### src/rtl/kbd_scan_pkg.sv
package kbd_scan_pkg;

   typedef enum logic [1:0] {
      MODE_MERGE  = 2'd0,
      MODE_COLUMN = 2'd1,
      MODE_BLANK  = 2'd2
   } scan_mode_e;

   // Decode the stored scan byte into a mode: the column flag wins,
   // an all-zero byte merges, anything else reads empty.
   function automatic scan_mode_e classify_scan(input logic col_flag,
                                                input logic any_bit_set);
      scan_mode_e m;
      if (col_flag)
         m = MODE_COLUMN;
      else if (any_bit_set)
         m = MODE_BLANK;
      else
         m = MODE_MERGE;
      return m;
   endfunction

endpackage

### src/rtl/kbd_col_select.sv
module kbd_col_select #(
   parameter int NUM_COLS = 8,
   parameter int NUM_ROWS = 7,
   parameter int SEL_W    = $clog2(NUM_COLS)
) (
   input  logic [NUM_COLS*NUM_ROWS-1:0] keys,
   input  logic [SEL_W-1:0]             col,
   output logic [NUM_ROWS-1:0]          pattern
);

   logic [NUM_ROWS-1:0] slice [NUM_COLS];

   for (genvar c = 0; c < NUM_COLS; c++) begin : g_slice
      assign slice[c] = keys[c*NUM_ROWS +: NUM_ROWS];
   end

   assign pattern = slice[col];

endmodule

### src/rtl/kbd_col_merge.sv
module kbd_col_merge #(
   parameter int NUM_COLS = 8,
   parameter int NUM_ROWS = 7
) (
   input  logic [NUM_COLS*NUM_ROWS-1:0] keys,
   output logic [NUM_ROWS-1:0]          pattern
);

   always_comb begin
      pattern = '0;
      for (int c = 0; c < NUM_COLS; c++) begin
         pattern = pattern | keys[c*NUM_ROWS +: NUM_ROWS];
      end
   end

endmodule

### src/rtl/kbd_matrix_scanner.sv
module kbd_matrix_scanner
   import kbd_scan_pkg::*;
#(
   parameter int NUM_COLS = 8,
   parameter int NUM_ROWS = 7,
   parameter int WR_W     = 8,
   parameter int DATA_W   = 8,
   parameter int RDBK_W   = 32,
   parameter bit REG_OUT  = 1'b1
) (
   input  logic                          clk,
   input  logic                          rst_n,
   input  logic                          scan_wr,
   input  logic [WR_W-1:0]               scan_wdata,
   output logic [RDBK_W-1:0]             scan_rdata,
   input  logic [NUM_COLS*NUM_ROWS-1:0]  key_state,
   input  logic                          row_rd,
   output logic [DATA_W-1:0]             row_data
);

   localparam int SEL_W  = $clog2(NUM_COLS);
   localparam int KEYS   = NUM_COLS * NUM_ROWS;
   localparam int PAD_W  = DATA_W - NUM_ROWS;

   // elaboration-time parameter checks
   if (NUM_COLS < 2 || (NUM_COLS & (NUM_COLS - 1)) != 0) begin : g_bad_cols
      $error("NUM_COLS must be a power of two of at least 2");
   end
   if (WR_W < SEL_W + 1) begin : g_bad_wr
      $error("WR_W too narrow for column select and column flag");
   end
   if (DATA_W <= NUM_ROWS) begin : g_bad_data
      $error("DATA_W must exceed NUM_ROWS");
   end
   if (RDBK_W < WR_W) begin : g_bad_rdbk
      $error("RDBK_W must hold the whole scan byte");
   end

   logic [WR_W-1:0]     scan_q;
   scan_mode_e          mode;
   logic [NUM_ROWS-1:0] col_pat;
   logic [NUM_ROWS-1:0] merge_pat;
   logic [NUM_ROWS-1:0] row_pat;
   logic [DATA_W-1:0]   row_next;

   // scan control register
   always_ff @(posedge clk or negedge rst_n) begin
      if (!rst_n)
         scan_q <= '0;
      else if (scan_wr)
         scan_q <= scan_wdata;
   end

   assign scan_rdata = RDBK_W'(scan_q);
   assign mode       = classify_scan(scan_q[SEL_W], |scan_q);

   kbd_col_select #(
      .NUM_COLS (NUM_COLS),
      .NUM_ROWS (NUM_ROWS),
      .SEL_W    (SEL_W)
   ) u_col_select (
      .keys    (key_state),
      .col     (scan_q[SEL_W-1:0]),
      .pattern (col_pat)
   );

   kbd_col_merge #(
      .NUM_COLS (NUM_COLS),
      .NUM_ROWS (NUM_ROWS)
   ) u_col_merge (
      .keys    (key_state),
      .pattern (merge_pat)
   );

   always_comb begin
      unique case (mode)
         MODE_COLUMN: row_pat = col_pat;
         MODE_MERGE:  row_pat = merge_pat;
         default:     row_pat = '0;
      endcase
   end

   assign row_next = {{PAD_W{1'b0}}, row_pat};

   if (REG_OUT) begin : g_reg_out
      logic [DATA_W-1:0] row_q;

      always_ff @(posedge clk or negedge rst_n) begin
         if (!rst_n)
            row_q <= '0;
         else if (row_rd)
            row_q <= row_next;
      end

      assign row_data = row_q;


      hold_without_read_chk: assert property (@(posedge clk) disable iff (!rst_n)
         !row_rd |=> $stable(row_data))
         else $error("row_data moved without a read strobe");


      blank_code_chk: assert property (@(posedge clk) disable iff (!rst_n)
         (row_rd && !scan_q[SEL_W] && (scan_q != '0)) |=> (row_data == '0))
         else $error("non-zero code without column flag returned keys");
   end else begin : g_comb_out
      assign row_data = row_next;
   end


   pad_bit_zero_chk: assert property (@(posedge clk) disable iff (!rst_n)
      row_data[DATA_W-1:NUM_ROWS] == '0)
      else $error("row_data pad bits not zero");


   scan_readback_chk: assert property (@(posedge clk) disable iff (!rst_n)
      scan_wr |=> (scan_rdata == RDBK_W'($past(scan_wdata))))
      else $error("scan readback does not match written byte");

endmodule

### config.mk
export PLATFORM = sky130hd
export DESIGN_NAME = kbd_matrix_scanner
export DESIGN_NICKNAME = d
export VERILOG_FILES = /design/src/rtl/kbd_scan_pkg.sv /design/src/rtl/kbd_col_select.sv /design/src/rtl/kbd_col_merge.sv /design/src/rtl/kbd_matrix_scanner.sv
export SDC_FILE = /design/constraint.sdc
export NUM_CORES = 1
export LEC_CHECK = 0
export ABC_CLOCK_PERIOD_IN_PS = 2300
export CORE_ASPECT_RATIO = 1.25
export CORE_MARGIN = 5
export CORE_UTILIZATION = 44
export DETAILED_ROUTE_END_ITERATION = 12
export DONT_BUFFER_PORTS = 1
export SYNTH_ARGS = -nofsm -noshare
export SYNTH_HDL_FRONTEND = slang
export SYNTH_SLANG_ARGS = --single-unit
### constraint.sdc
create_clock -name clk -period 2.3 [get_ports clk]
set_clock_uncertainty 0.1 [all_clocks]
set_input_delay 0.46 -clock clk [delete_from_list [all_inputs] [get_ports clk]]
set_output_delay 0.46 -clock clk [all_outputs]
set_load 0.03 [all_outputs]
==> flow_metrics.py, run 1 <==
metrics = {
    "route": {
        "drt-initial-drc-count": 39,
        "wl_met1_um": 1220,
        "ant_nets": 0,
        "drtPass1Iterations": 4,
        "vias": 1159,
        "drc": 0,
        "via_per_inst": 6.23,
        "wire_per_inst_um": 20.4,
        "wl_um": 3800,
        "routed-wl-met3_um": 468,
        "wl_met2_um": 2080,
        "highest_layer": "met4",
    },
    "floorplan": {
        "rows": 23,
        "initial_core_util_pct": 45.6,
        "die_area_um2": 4600,
        "pin_count": 108,
        "fp.dieH_um": 74.6,
        "core_um2": 3220,
        "dieWidth_um": 61.7,
    },
    "synth": {
        "synth_area_um2": 1470,
        "synth-seq-cells": 15,
        "synth_area_per_cell_um2": 9.87,
        "synth_top_family_by_area": "multiplexers",
        "synth_warnings": 0,
        "synth_mux_area_share_pct": 22.2,
        "synthXorXnorAreaFrac_pct": 0,
        "yosysSeqAreaShare_pct": 25.5,
        "synthSimpleGateAreaFrac_pct": 14.2,
        "yosys.area_share.adder_pct": 0,
        "synthDistinctLibCells": 25,
        "syn_inst": 149,
        "synth_compound_area_share_pct": 21.4,
    },
    "cts": {
        "numCtsBuffers": 3,
        "clk_pin_slew_worst_paths_ns": 0.06,
        "clk-insertion-delay-late_ns": 0.24,
        "cts_max_path_buffers": 2,
        "root_buffer": "clkbuf_8",
        "htree_levels": 1,
        "post_cts_buffers": 0,
        "cts_tree": "yes",
        "cts_sinks": 15,
    },
    "grt": {
        "grt-ovfl-total": 0,
        "grt_max_degree": 31,
        "grt_usage_pct": 15.9,
        "grt_pass1_vias": 1270,
        "grt_antenna_before_repair": 0,
        "grt_pass1_wl_um": 5570,
    },
    "timing": {
        "rsz0062_at_grt": "no",
        "fin_crit_ns": 1.96,
        "tightestPinTransition_ns": 0.670,
        "finalCritPeriodShare_pct": 85.2,
        "fin_hold_ws_ns": 0.265,
        "maxSlewHeadroom_pct": 55.2,
        "fin_setup_tns_ns": 0,
        "clock.fmax_mhz": 510,
        "hold_violations": 0,
        "setup_viol": 0,
        "drv_slew": 0,
    },
    "placed_design": {
        "hpwl_um": 3170,
        "port_buffers": 0,
        "place_area_um2": 1410,
        "gp_congestion": 0.765,
        "dp.cells": 181,
    },
    "run_status": {
        "status": "finished clean",
    },
    "setup_path": {
        "endpoint_kind": "flip-flop",
        "crit_type": "flip-flop to flip-flop",
        "crit_path_start_kind": "flip-flop",
        "critPathRequiredTime_ns": 2.35,
        "critPathMaxFanout": 7,
        "cp_data_arrival_time_ns": 2.01,
    },
    "power_and_ir_drop": {
        "power_frac_comb_pct": 31.2,
        "seqPwrFrac_pct": 45.2,
        "pwr_density_cell_nw_per_um2": 593,
        "p_leak_nw": 0.561,
        "sw_frac_of_total_pct": 39.5,
        "total_power_mw": 0.870,
        "p_sw_mw": 0.344,
        "p_int_mw": 0.527,
        "p_clk_share_pct": 23.6,
        "vdd_drop_max_mv": 0.508,
    },
    "finish": {
        "fillerInstances": 323,
        "mostFrequentLayoutCells": "29 x mux2_2, 25 x conb_1, 15 x dfrtp_1, 14 x nor4_1",
        "areaGrowthSynthToFinish_pct": -0.170,
        "stdcell_count": 186,
        "drive_above_1_share_pct": 30.2,
        "mostFrequentLayoutCell": "mux2_2",
        "fin_area_um2": 1470,
        "final_nets": 218,
        "antenna_cells": 0,
    },
    "min_path": {
        "hold_class": "input port to flip-flop",
    },
    "run": {
        "drv_cap": 0,
    },
}
[power groups by stage]
stage / registers, mW / logic (mW) / clock network, mW
after floorplan: 0.395 / 0.254 / 0
after global placement: 0.399 / 0.258 / 0
after detailed placement: 0.401 / 0.264 / 0
after CTS: 0.396 / 0.271 / 0.213
after global routing: 0.400 / 0.296 / 0.231
final: 0.393 / 0.271 / 0.206
[per-layer routing]
metal	vias up	global-route usage, %
li1	533	-
met1	552	16.1
met2	70	30.4
met3	4	4.97
met4	0	4.48
met5	-	0
[critical path, cell delays in order (launching register included)]
cell       delay, ns
dfrtp_1         0.50
or4_1           0.76
a2111oi_2       0.35
a21oi_1         0.07
o31ai_1         0.09
[worst paths after layout]
path / startpoint / to / slack, ns / cells past startpoint
min in group asynchronous: rst_n / scan_q[0]$_DFFE_PN0P_ / 0.59 / 1
worst min-delay path: scan_wdata[1] / scan_q[1]$_DFFE_PN0P_ / 0.26 / 1
max in group asynchronous: rst_n / row_data[0]$_DFFE_PN0P_ / 1.08 / 1
worst max register to register: scan_q[4]$_DFFE_PN0P_ / row_data[6]$_DFFE_PN0P_ / 0.34 / 4
worst max-delay path: scan_q[4]$_DFFE_PN0P_ / row_data[6]$_DFFE_PN0P_ / 0.34 / 4
worst min register to register: scan_q[5]$_DFFE_PN0P_ / scan_q[5]$_DFFE_PN0P_ / 0.58 / 2
[cells in the mapped netlist]
master / n / share of area, %
nand2_1: 1 / 0.26
o31ai_1: 1 / 0.51
mux2_2: 29 / 22
buf_4: 25 / 13
inv_1: 1 / 0.26
a211o_1: 6 / 3.6
o21ai_0: 7 / 2.4
buf_2: 4 / 1.4
nor2b_1: 7 / 3.0
nand2b_1: 2 / 0.85
buf_6: 2 / 1.5
dfrtp_1: 15 / 26
a21oi_1: 1 / 0.34
and2_1: 1 / 0.43
o22ai_1: 7 / 3.0
clkbuf_1: 2 / 0.51
or4_1: 1 / 0.51
a2111oi_2: 6 / 6.1
or2_0: 1 / 0.43
or4_4: 1 / 0.77
a2111oi_4: 1 / 1.9
nor4_1: 14 / 6.0
conb_1: 1 / 0.26
nor3_1: 6 / 2.0
a211oi_1: 7 / 3.6
[final cells by class]
cell class | instances | area, µm² | share of cell area, %
inverter | 1 | 3.75 | 0.256
clock buffer | 3 | 41.3 | 2.81
timing repair buffer | 5 | 52.6 | 3.58
tap | 37 | 46.3 | 3.15
sequential | 15 | 375 | 25.6
multi-input combinational | 124 | 943 | 64.3
clock inverter | 1 | 5.00 | 0.341
[what timing repair did]
item	4_1_cts	5_1_grt
endpoints found under the hold margin	15	0
gates resized for setup	0	0
hold buffers	1	0
[registers in the layout, indices dropped and copies added (netlist names)]
register  count
scan_q        8
row_data      7
[kinds of logic (layout without fill, tap and decap cells)]
logic type / after synthesis / after routing
AO/OA/AOI/OAI: 36 / 36
AND/OR/NAND/NOR: 34 / 34
buffers and inverters: 34 / 10
multiplexers: 29 / 29
flip-flops: 15 / 15
other: 1 / 25
[through the flow]
step | util [%] | setup slack (ns)
detailed placement | 43.8 | 0.331
global placement | 43.8 | 0.359
CTS | 45.5 | 0.319
floorplan | - | 0.407
finish | 45.5 | 0.339
global route | 45.5 | 0.237
(Power assumes the default switching activity.)
==> run 2: changes to the inputs <==
- CORE_UTILIZATION: 44 -> 35
==> flow_metrics.py, run 2 (synthesis results as in run 1) <==
metrics = {
    "run_status": {
        "status": "finished clean",
    },
    "setup_path": {
        "critPathMaxFanout": 7,
        "crit_type": "flip-flop to flip-flop",
        "endpoint_kind": "flip-flop",
        "crit_path_start_kind": "flip-flop",
        "cp_data_arrival_time_ns": 2.09,
        "critPathRequiredTime_ns": 2.35,
    },
    "route": {
        "drtPass1Iterations": 4,
        "vias": 1168,
        "wire_per_inst_um": 20.2,
        "drc": 0,
        "wl_um": 4100,
        "via_per_inst": 5.75,
        "ant_nets": 0,
        "drt-initial-drc-count": 49,
    },
    "grt": {
        "grt_pass1_wl_um": 6040,
        "grt_pass1_vias": 1255,
        "grt_antenna_before_repair": 0,
        "grt_max_degree": 31,
        "grt_usage_pct": 14.5,
        "grt-ovfl-total": 0,
    },
    "cts": {
        "cts_sinks": 15,
        "cts_tree": "yes",
        "cts_max_path_buffers": 2,
        "root_buffer": "clkbuf_8",
        "clk-insertion-delay-late_ns": 0.24,
        "postCtsResizedCells": 0,
        "htree_levels": 1,
        "clk_pin_slew_worst_paths_ns": 0.06,
        "numCtsBuffers": 3,
    },
    "power_and_ir_drop": {
        "pwr_density_cell_nw_per_um2": 592,
        "vdd_drop_max_mv": 0.404,
        "p_clk_share_pct": 24.0,
        "p_int_mw": 0.521,
        "power_frac_comb_pct": 29.9,
        "seqPwrFrac_pct": 46.1,
        "p_leak_nw": 0.544,
        "sw_frac_of_total_pct": 39.8,
        "p_sw_mw": 0.345,
    },
    "placed_design": {
        "hpwl_um": 3330,
        "dp_slack_ns": 0.251,
        "place_area_um2": 1410,
        "gp_congestion": 0.745,
        "port_buffers": 0,
    },
    "timing": {
        "maxSlewHeadroom_pct": 53.7,
        "tightestPinTransition_ns": 0.693,
        "setup_viol": 0,
        "finalCritPeriodShare_pct": 88.9,
        "hold_violations": 0,
        "fin_crit_ns": 2.04,
        "rsz0062_at_grt": "no",
        "fin_ws_ns": 0.255,
        "fin_setup_tns_ns": 0,
        "drv_slew": 0,
        "clock.fmax_mhz": 489,
    },
    "finish": {
        "antenna_cells": 0,
        "final_nets": 216,
        "largest_reg_flops": 8,
        "fin_area_um2": 1460,
        "mostFrequentLayoutCell": "mux2_2",
        "final_util_pct": 36.0,
        "mostFrequentLayoutCells": "29 x mux2_2, 25 x conb_1, 15 x dfrtp_1, 14 x nor4_1",
        "drive_above_1_share_pct": 28.6,
        "regMostFlops": "scan_q",
        "areaGrowthSynthToFinish_pct": -0.511,
    },
    "floorplan": {
        "pin_count": 108,
        "core_um2": 4070,
        "initial_core_util_pct": 36.2,
        "fp.dieH_um": 82.5,
        "dieWidth_um": 68.0,
        "die_area_um2": 5600,
        "rows": 26,
    },
    "min_path": {
        "hold_class": "input port to flip-flop",
    },
    "run": {
        "drv_cap": 0,
    },
}
run 2: area by class of cell:
class / count / area, µm²
Clock buffer: 4 / 45.0
Fill cell: 426 / 2600
Inverter: 1 / 3.75
Multi-Input combinational cell: 124 / 943
Sequential cell: 15 / 375
Tap cell: 56 / 70.1
Timing Repair Buffer: 3 / 25.0
run 2: through the flow:
| stage | cells | power [mW] | hold slack, ns |
|---|---|---|---|
| final | 203 | 0.866 | 0.268 |
| after global routing | 203 | 0.919 | 0.253 |
| after CTS | 203 | 0.876 | 0.262 |
| after detailed placement | 198 | 0.658 | 0.0651 |
| after global placement | 198 | 0.648 | 0.0650 |
| after floorplan | 173 | 0.650 | 0.0644 |
run 2: power groups by stage:
| stage | Sequential [mW] | Clock, mW | Combinational [mW] |
|---|---|---|---|
| floorplan | 0.395 | 0 | 0.254 |
| global placement | 0.404 | 0 | 0.244 |
| detailed placement | 0.407 | 0 | 0.251 |
| CTS | 0.401 | 0.216 | 0.259 |
| global route | 0.405 | 0.232 | 0.283 |
| finish | 0.399 | 0.208 | 0.258 |
run 2: per-layer routing:
layer | global-route usage [%] | up-vias | wire [µm]
met5 | 0 | - | 0
met4 | 4.77 | 0 | 44
li1 | - | 528 | -
met2 | 26.1 | 85 | 2130
met3 | 3.52 | 6 | 539
met1 | 16.4 | 549 | 1390
run 2: final timing paths:
kind                                    startpoint                 endpoint  slack, ns  cells after the start
max                          scan_q[3]$_DFFE_PN0P_  row_data[6]$_DFFE_PN0P_       0.26                      4
min in group asynchronous                    rst_n    scan_q[3]$_DFFE_PN0P_       0.60                      1
max reg2reg                  scan_q[3]$_DFFE_PN0P_  row_data[6]$_DFFE_PN0P_       0.26                      4
min reg2reg                row_data[2]$_DFFE_PN0P_  row_data[2]$_DFFE_PN0P_       0.63                      1
max in group asynchronous                    rst_n  row_data[3]$_DFFE_PN0P_       1.06                      1
min                                  scan_wdata[7]    scan_q[7]$_DFFE_PN0P_       0.27                      1
run 2: repair_timing:
| item | 4_1_cts | 5_1_grt |
|---|---|---|
| endpoints found under the hold margin | 15 | 0 |
| hold buffers | 1 | 0 |
| setup buffers | 0 | 0 |
| setup endpoints to repair | 0 | 0 |
run 2: worst max-delay path, stage by stage, from the launching register on:
cell and delay, ns:
dfrtp_1 0.51, or4_1 0.82, a2111oi_2 0.36, a21oi_1 0.07
o31ai_1 0.10
